--- config.mk ---
export PLATFORM = sky130hd
export DESIGN_NAME = irq_dispatch
export DESIGN_NICKNAME = d
export VERILOG_FILES = /design/src/rtl/irq_dispatch_pkg.sv /design/src/rtl/irq_edge_capture.sv /design/src/rtl/irq_pick.sv /design/src/rtl/irq_target_sel.sv /design/src/rtl/irq_dispatch.sv
export SDC_FILE = /design/constraint.sdc
export NUM_CORES = 1
export LEC_CHECK = 0
export ABC_AREA = 0
export BUFFER_PORTS_ARGS = -buffer_cell sky130_fd_sc_hd__buf_4
export CAP_MARGIN = 25
export CORE_UTILIZATION = 35
export DETAILED_ROUTE_END_ITERATION = 7
export GPL_ROUTABILITY_DRIVEN = 0
export GPL_TIMING_DRIVEN = 0
export HOLD_SLACK_MARGIN = 0.1
export MAX_ROUTING_LAYER = met4
export PLACE_DENSITY = 0.73
export SETUP_SLACK_MARGIN = 0.15
export SLEW_MARGIN = 20
export SYNTH_ARGS = -nofsm -noshare
export SYNTH_HDL_FRONTEND = slang
export SYNTH_SLANG_ARGS = --single-unit
--- constraint.sdc ---
create_clock -name clk_i -period 15.1 [get_ports clk_i]
set_input_delay 1.51 -clock clk_i [delete_from_list [all_inputs] [get_ports clk_i]]
set_output_delay 1.51 -clock clk_i [all_outputs]
set_load 0.01 [all_outputs]
--- src/rtl/irq_dispatch_pkg.sv ---
package irq_dispatch_pkg;
  localparam logic [2:0] DM_FIXED  = 3'd0;
  localparam logic [2:0] DM_LOWEST = 3'd1;
  localparam logic [2:0] DM_EXTINT = 3'd7;

  typedef struct packed {
    logic [7:0] vector;
    logic [2:0] mode;
    logic       logical;
    logic       level;
    logic       trigger;
    logic [7:0] dest;
  } irq_msg_t;
endpackage

--- src/rtl/irq_edge_capture.sv ---
module irq_edge_capture #(
  parameter int NUM_PINS = 8
) (
  input  logic                clk_i,
  input  logic                rst_ni,
  input  logic [NUM_PINS-1:0] pin_i,
  input  logic [NUM_PINS-1:0] mask_i,
  input  logic [NUM_PINS-1:0] clr_i,
  output logic [NUM_PINS-1:0] pend_o
);
  logic [NUM_PINS-1:0] lvl_q, pend_q, rise;

  assign rise   = pin_i & ~lvl_q & ~mask_i;
  assign pend_o = pend_q;

  always_ff @(posedge clk_i or negedge rst_ni) begin
    if (!rst_ni) begin
      lvl_q  <= '0;
      pend_q <= '0;
    end else begin
      lvl_q  <= pin_i;
      pend_q <= (pend_q & ~clr_i) | rise;
    end
  end
endmodule

--- src/rtl/irq_pick.sv ---
module irq_pick #(
  parameter int N   = 8,
  localparam int IW = (N > 1) ? $clog2(N) : 1
) (
  input  logic [N-1:0]  req_i,
  output logic [N-1:0]  gnt_o,
  output logic [IW-1:0] idx_o,
  output logic          any_o
);
  always_comb begin
    gnt_o = '0;
    idx_o = '0;
    for (int i = N - 1; i >= 0; i--) begin
      if (req_i[i]) begin
        gnt_o = '0;
        gnt_o[i] = 1'b1;
        idx_o = IW'(i);
      end
    end
  end
  assign any_o = |req_i;
endmodule

--- src/rtl/irq_target_sel.sv ---
module irq_target_sel
  import irq_dispatch_pkg::*;
#(
  parameter int NUM_CPUS = 4,
  parameter int ROT_W    = 8,
  localparam int CNT_W   = $clog2(NUM_CPUS + 1)
) (
  input  logic                  logical_i,
  input  logic [2:0]            mode_i,
  input  logic [7:0]            dest_i,
  input  logic [8*NUM_CPUS-1:0] ldr_i,
  input  logic [ROT_W-1:0]      rot_i,
  output logic [NUM_CPUS-1:0]   targets_o,
  output logic                  phys_lowest_o,
  output logic                  rot_adv_o
);
  logic [NUM_CPUS-1:0] phys_hit, log_hit, lp_pick;
  logic [CNT_W-1:0]    hit_cnt;
  logic [ROT_W-1:0]    k, seen;
  logic                lowest;

  for (genvar c = 0; c < NUM_CPUS; c++) begin : g_cpu
    assign phys_hit[c] = (dest_i == 8'hFF) || (dest_i == 8'(c));
    assign log_hit[c]  = |(ldr_i[8*c +: 8] & dest_i);
  end

  always_comb begin
    hit_cnt = '0;
    for (int i = 0; i < NUM_CPUS; i++) hit_cnt = hit_cnt + CNT_W'(log_hit[i]);
  end

  assign k = (hit_cnt == '0) ? '0 : rot_i % ROT_W'(hit_cnt);

  // k-th set bit of log_hit, ascending
  always_comb begin
    lp_pick = '0;
    seen    = '0;
    for (int i = 0; i < NUM_CPUS; i++) begin
      if (log_hit[i]) begin
        if (seen == k) lp_pick[i] = 1'b1;
        seen = seen + ROT_W'(1);
      end
    end
  end

  assign lowest        = (mode_i == DM_LOWEST);
  assign phys_lowest_o = lowest && !logical_i;
  assign rot_adv_o     = lowest && logical_i && (hit_cnt != '0);
  assign targets_o     = !logical_i ? phys_hit : (lowest ? lp_pick : log_hit);
endmodule

--- src/rtl/irq_dispatch.sv ---
module irq_dispatch
  import irq_dispatch_pkg::*;
#(
  parameter int NUM_PINS = 8,
  parameter int NUM_CPUS = 4,
  parameter int ROT_W    = 8
) (
  input  logic                  clk_i,
  input  logic                  rst_ni,
  input  logic [NUM_PINS-1:0]   pin_i,
  input  logic [8*NUM_PINS-1:0] ent_vector_i,
  input  logic [3*NUM_PINS-1:0] ent_mode_i,
  input  logic [NUM_PINS-1:0]   ent_logical_i,
  input  logic [NUM_PINS-1:0]   ent_level_i,
  input  logic [NUM_PINS-1:0]   ent_trigger_i,
  input  logic [NUM_PINS-1:0]   ent_mask_i,
  input  logic [8*NUM_PINS-1:0] ent_dest_i,
  input  logic [7:0]            ext_vector_i,
  input  logic [8*NUM_CPUS-1:0] cpu_ldr_i,
  output logic                  msg_valid_o,
  input  logic                  msg_ready_i,
  output logic [7:0]            msg_vector_o,
  output logic [2:0]            msg_mode_o,
  output logic                  msg_logical_o,
  output logic                  msg_level_o,
  output logic                  msg_trigger_o,
  output logic [7:0]            msg_dest_o,
  output logic [NUM_CPUS-1:0]   msg_targets_o,
  output logic                  err_o
);
  localparam int PIN_W = (NUM_PINS > 1) ? $clog2(NUM_PINS) : 1;

  logic [NUM_PINS-1:0] pend_q, gnt, clr;
  logic [PIN_W-1:0]    sel;
  logic                any, slot_free, load;
  irq_msg_t            cand, msg_q;
  logic [NUM_CPUS-1:0] targets, tgt_q;
  logic                phys_lowest, rot_adv, valid_q, err_q;
  logic [ROT_W-1:0]    rot_q;

  irq_edge_capture #(.NUM_PINS(NUM_PINS)) u_cap (
    .clk_i  (clk_i),
    .rst_ni (rst_ni),
    .pin_i  (pin_i),
    .mask_i (ent_mask_i),
    .clr_i  (clr),
    .pend_o (pend_q)
  );

  irq_pick #(.N(NUM_PINS)) u_pick (
    .req_i (pend_q),
    .gnt_o (gnt),
    .idx_o (sel),
    .any_o (any)
  );

  always_comb begin
    cand.mode    = ent_mode_i[3*int'(sel) +: 3];
    cand.vector  = (cand.mode == DM_EXTINT) ? ext_vector_i : ent_vector_i[8*int'(sel) +: 8];
    cand.logical = ent_logical_i[sel];
    cand.level   = ent_level_i[sel];
    cand.trigger = ent_trigger_i[sel];
    cand.dest    = ent_dest_i[8*int'(sel) +: 8];
  end

  irq_target_sel #(.NUM_CPUS(NUM_CPUS), .ROT_W(ROT_W)) u_tgt (
    .logical_i     (cand.logical),
    .mode_i        (cand.mode),
    .dest_i        (cand.dest),
    .ldr_i         (cpu_ldr_i),
    .rot_i         (rot_q),
    .targets_o     (targets),
    .phys_lowest_o (phys_lowest),
    .rot_adv_o     (rot_adv)
  );

  assign slot_free = !valid_q || msg_ready_i;
  assign load      = slot_free && any;
  assign clr       = load ? gnt : '0;

  always_ff @(posedge clk_i or negedge rst_ni) begin
    if (!rst_ni) begin
      valid_q <= 1'b0;
      err_q   <= 1'b0;
      msg_q   <= '0;
      tgt_q   <= '0;
      rot_q   <= '0;
    end else begin
      err_q <= load && phys_lowest;
      if (slot_free) valid_q <= any && !phys_lowest;
      if (load && !phys_lowest) begin
        msg_q <= cand;
        tgt_q <= targets;
      end
      if (load && rot_adv) rot_q <= rot_q + ROT_W'(1);
    end
  end

  assign msg_valid_o   = valid_q;
  assign msg_vector_o  = msg_q.vector;
  assign msg_mode_o    = msg_q.mode;
  assign msg_logical_o = msg_q.logical;
  assign msg_level_o   = msg_q.level;
  assign msg_trigger_o = msg_q.trigger;
  assign msg_dest_o    = msg_q.dest;
  assign msg_targets_o = tgt_q;
  assign err_o         = err_q;
endmodule

==> summary.txt <==
Timing
  – Setup WS post-layout: 0.6847 ns
  – Fin. max-slew vios: 0
  – Setup TNS: 0 ns
  – Worst Tran Pin Value: 0.8940 ns
  – Post-layout min period: about 14 ns
  – Period utilization: 0.9547
  – RSZ-0062 raised after global routing: no
  – Fin Clk Skew: ~0.0075 ns
  – # setup viols final: 0
  – Slew headroom: 0.4040
  – Final Hold Vio Count: 0
  – Max frequency: 69.37 MHz

Logic synthesis
  – Synthesized flop and latch total: between 50 and 60
  – Synth Warn #: 0
  – Syn_area_per_cell: approximately 9.5 um2
  – Synth unique cells: 74
  – Ys flop type: dfrtp_1
  – Synth Cell Area: 0.005555 mm2
  – Post-Syn Instances: between 500 and 600
  – EDFF count, synth: 0
  – Synth async-reset ratio: 1.000
  – Synth Net Count: 850
  – Seq/Total Area, Yosys: 0.2342

Critical path
  – WP buf/inv: 9
  – CP endpoint kind: register
  – CP startpoint kind: input port
  – Worst setup path class: input port to register
  – Worst EP required: about 15 ns
  – Worst endpoint data arrival time: 14.61 ns
  – Critical path's slowest cell: or4b_1
  – Top fanout value on the critical path: 8
  – CP most frequent cell: ha_1
  – Slowest stage delay, CP: approximately 0.54 ns
  – Delay-heaviest family, CP: simple AND/OR/NAND/NOR gates

Place
  – Pre-CTS WS: -2.293 ns
  – DP Wirelength: around 17000 um
  – Cell Count Post-Placement: 1058
  – IO buf count: approximately 260

Die
  – FP Rows: between 40 and 50
  – I/O Pins: approximately 260
  – Die X-Extent: about 130 um
  – Die Y: between 100 and 150 um
  – Starting Density: 0.3614
  – Die area: about 0.016 mm2
  – Core footprint: ~0.015 mm2

Global route
  – Initial antenna violation count: 2
  – Gr usage total: 0.2618
  – Pin count of the biggest net entering global routing: 53
  – Gr ovfl total: 0
  – First-pass GRT wire length: approximately 32000 um
  – Vias in the first global route: about 6000

Finish
  – Layout cells sized above 1: 0.5022
  – Final #Nets: 1160
  – Fillers: ~1300
  – Layout Cells excl Fill: 1108
  – Layout area overhead: 55.61%

Clock tree
  – CTS root buffer: clkbuf_16
  – Clock Path Buffers: 2
  – Clk_lat worst skew: approximately 0.29 ns
  – CTS tree: done
  – Clk sinks: 52
  – Clock buffers created by TritonCTS: 5
  – Worst-path clk slew: approximately 0.07 ns
  – Hold buffer count at CTS: 0
  – Number of H-tree levels: 2

Routing
  – Routed wire length: around 22000 um
  – DR vias: around 6100
  – Via-to-Cell Ratio: between 5 and 6
  – Final antenna-violating net count: 0
  – Drt pass-1 iters: 4
  – DR WL/cell: 19.47 um
  – DRC violations left: 0
  – DRT iter0 DRCs: 429

Job
  – Max-Cap Viols: 0

Min path
  – Worst min path class: register to register

Run status
  – Status: completed
## worst reg2reg max path: cells and delay by family, from the launching register on
kind | cells | cell delay, ns
simple gates | 19 | 4.20
compound gates | 19 | 3.53
fa+ha+maj | 10 | 2.81
mux | 7 | 2.10
buf+inv | 8 | 1.04
flops | 1 | 0.41
xor+xnor | 1 | 0.14
## timing repair
item | CTS | global route
resized for setup | 42 | 42
cloned | 0 | 1
setup endpoints to repair | 4 | 4
buffers inserted | 11 | 29
pin swaps | 6 | 23
## cells in the final DEF (no fill, tap or decap), types with 6 or more instances in the layout
master,Yosys,layout
nor2b_1,7,6
clkbuf_16,0,6
xnor2_1,12,12
inv_1,20,18
nor3_1,18,18
o21ai_0,41,38
ha_1,29,23
o21a_1,10,8
mux2_2,25,15
buf_4,0,300
o211ai_1,6,6
nand3_1,13,13
a22oi_1,18,14
dfrtp_1,52,52
mux4_2,44,44
mux2i_1,18,16
ha_4,0,6
a21oi_1,16,12
nor2_1,37,36
nand2b_1,8,7
nand2_1,77,72
clkbuf_1,17,13
mux2_4,0,10
## sequential cells by signal, indices dropped and copies added, names as in the netlist, 3 cells and up
signal / cells
rot_q: 8
msg_vector_o: 8
u_cap.pend_o: 8
u_cap.lvl_q: 8
msg_mode_o: 3
msg_dest_o: 8
msg_targets_o: 4
## worst paths after layout
| path | startpoint | depth (start not counted) | slack (ns) | endpoint |
|---|---|---|---|---|
| min | u_cap.lvl_q[1] | 3 | 0.49 | u_cap.pend_o[1] |
| min in group asynchronous | rst_ni | 1 | 1.24 | u_cap.lvl_q[1] |
| max reg2reg | u_cap.pend_o[6] | 64 | 0.75 | msg_targets_o[1] |
| max in group asynchronous | rst_ni | 1 | 13.40 | msg_dest_o[6] |
| min reg2reg | u_cap.lvl_q[1] | 3 | 0.49 | u_cap.pend_o[1] |
| max | ent_dest_i[38] | 62 | 0.68 | msg_targets_o[1] |
## Yosys cell counts, types with 5 or more instances
| cell type | number | area [um2] |
|---|---|---|
| ha_1 | 29 | 362.9 |
| o21ai_0 | 41 | 205.2 |
| o21a_1 | 10 | 75.07 |
| nor2_1 | 37 | 138.9 |
| nor3_1 | 18 | 90.09 |
| dfrtp_1 | 52 | 1301 |
| nand2b_1 | 8 | 50.05 |
| inv_1 | 20 | 75.07 |
| buf_1 | 7 | 26.28 |
| nand4_1 | 5 | 31.28 |
| or2_2 | 5 | 31.28 |
| mux2_2 | 25 | 281.5 |
| a22o_1 | 5 | 43.79 |
| a22oi_1 | 18 | 135.1 |
| nand3_1 | 13 | 65.06 |
| xnor2_1 | 12 | 105.1 |
| a21oi_1 | 16 | 80.08 |
| mux4_2 | 44 | 991.0 |
| o31ai_1 | 6 | 45.04 |
| o211ai_1 | 6 | 45.04 |
| mux2i_1 | 18 | 180.2 |
| nand2_1 | 77 | 289.0 |
| and3_1 | 5 | 31.28 |
| nor2b_1 | 7 | 43.79 |
| and4_1 | 6 | 52.55 |
| clkbuf_1 | 17 | 63.81 |
## final cells by class
cell class | count | area [um2] | share of cell area
antenna | 1 | 2.502 | 0.0002895
inverter | 20 | 77.57 | 0.008974
buffer | 25 | 142.6 | 0.01650
sequential | 52 | 1301 | 0.1505
clock inverter | 3 | 18.77 | 0.002171
timing repair buffer | 303 | 2321 | 0.2685
clock buffer | 5 | 125.1 | 0.01447
multi-input combinational | 488 | 4392 | 0.5080
tap | 211 | 264.0 | 0.03054
## routing by layer
metal	track usage	part of all wire	vias up	wire length (um)
met2	0.4393	0.51	235	11000
met4	0.08097	0.025	0	530
met1	0.3374	0.42	2979	9043
met3	0.01962	0.046	34	996
li1	-	-	2878	-
met5	-	0	-	0
## stage by stage
stage / util / hold slack [ns] / instance area (um2)
final: 0.5624 / 0.4865 / 8645
after global routing: 0.5624 / 0.5107 / 8645
after CTS: 0.5320 / 0.4852 / 8178
after detailed placement: 0.5074 / 0.4681 / 7800
after global placement: 0.5074 / 0.4637 / 7800
after floorplan: - / 0.4671 / 5569
## kinds of logic (layout without fill, tap and decap cells)
logic type               count (synthesis)  after routing  synth area share
adder cells (fa/ha/maj)                 30             30           0.06892
buffers and inverters                   45            356           0.03176
flip-flops                              52             52            0.2342
multiplexers                            89             89            0.2696
other                                    0              1                 0
AO/OA/AOI/OAI                          150            150            0.1892
XOR/XNOR                                14             14           0.02207
AND/OR/NAND/NOR                        205            205            0.1842
Power is not shown: default switching activity piles up to over one toggle a cycle in this logic, so the estimate is an artifact.
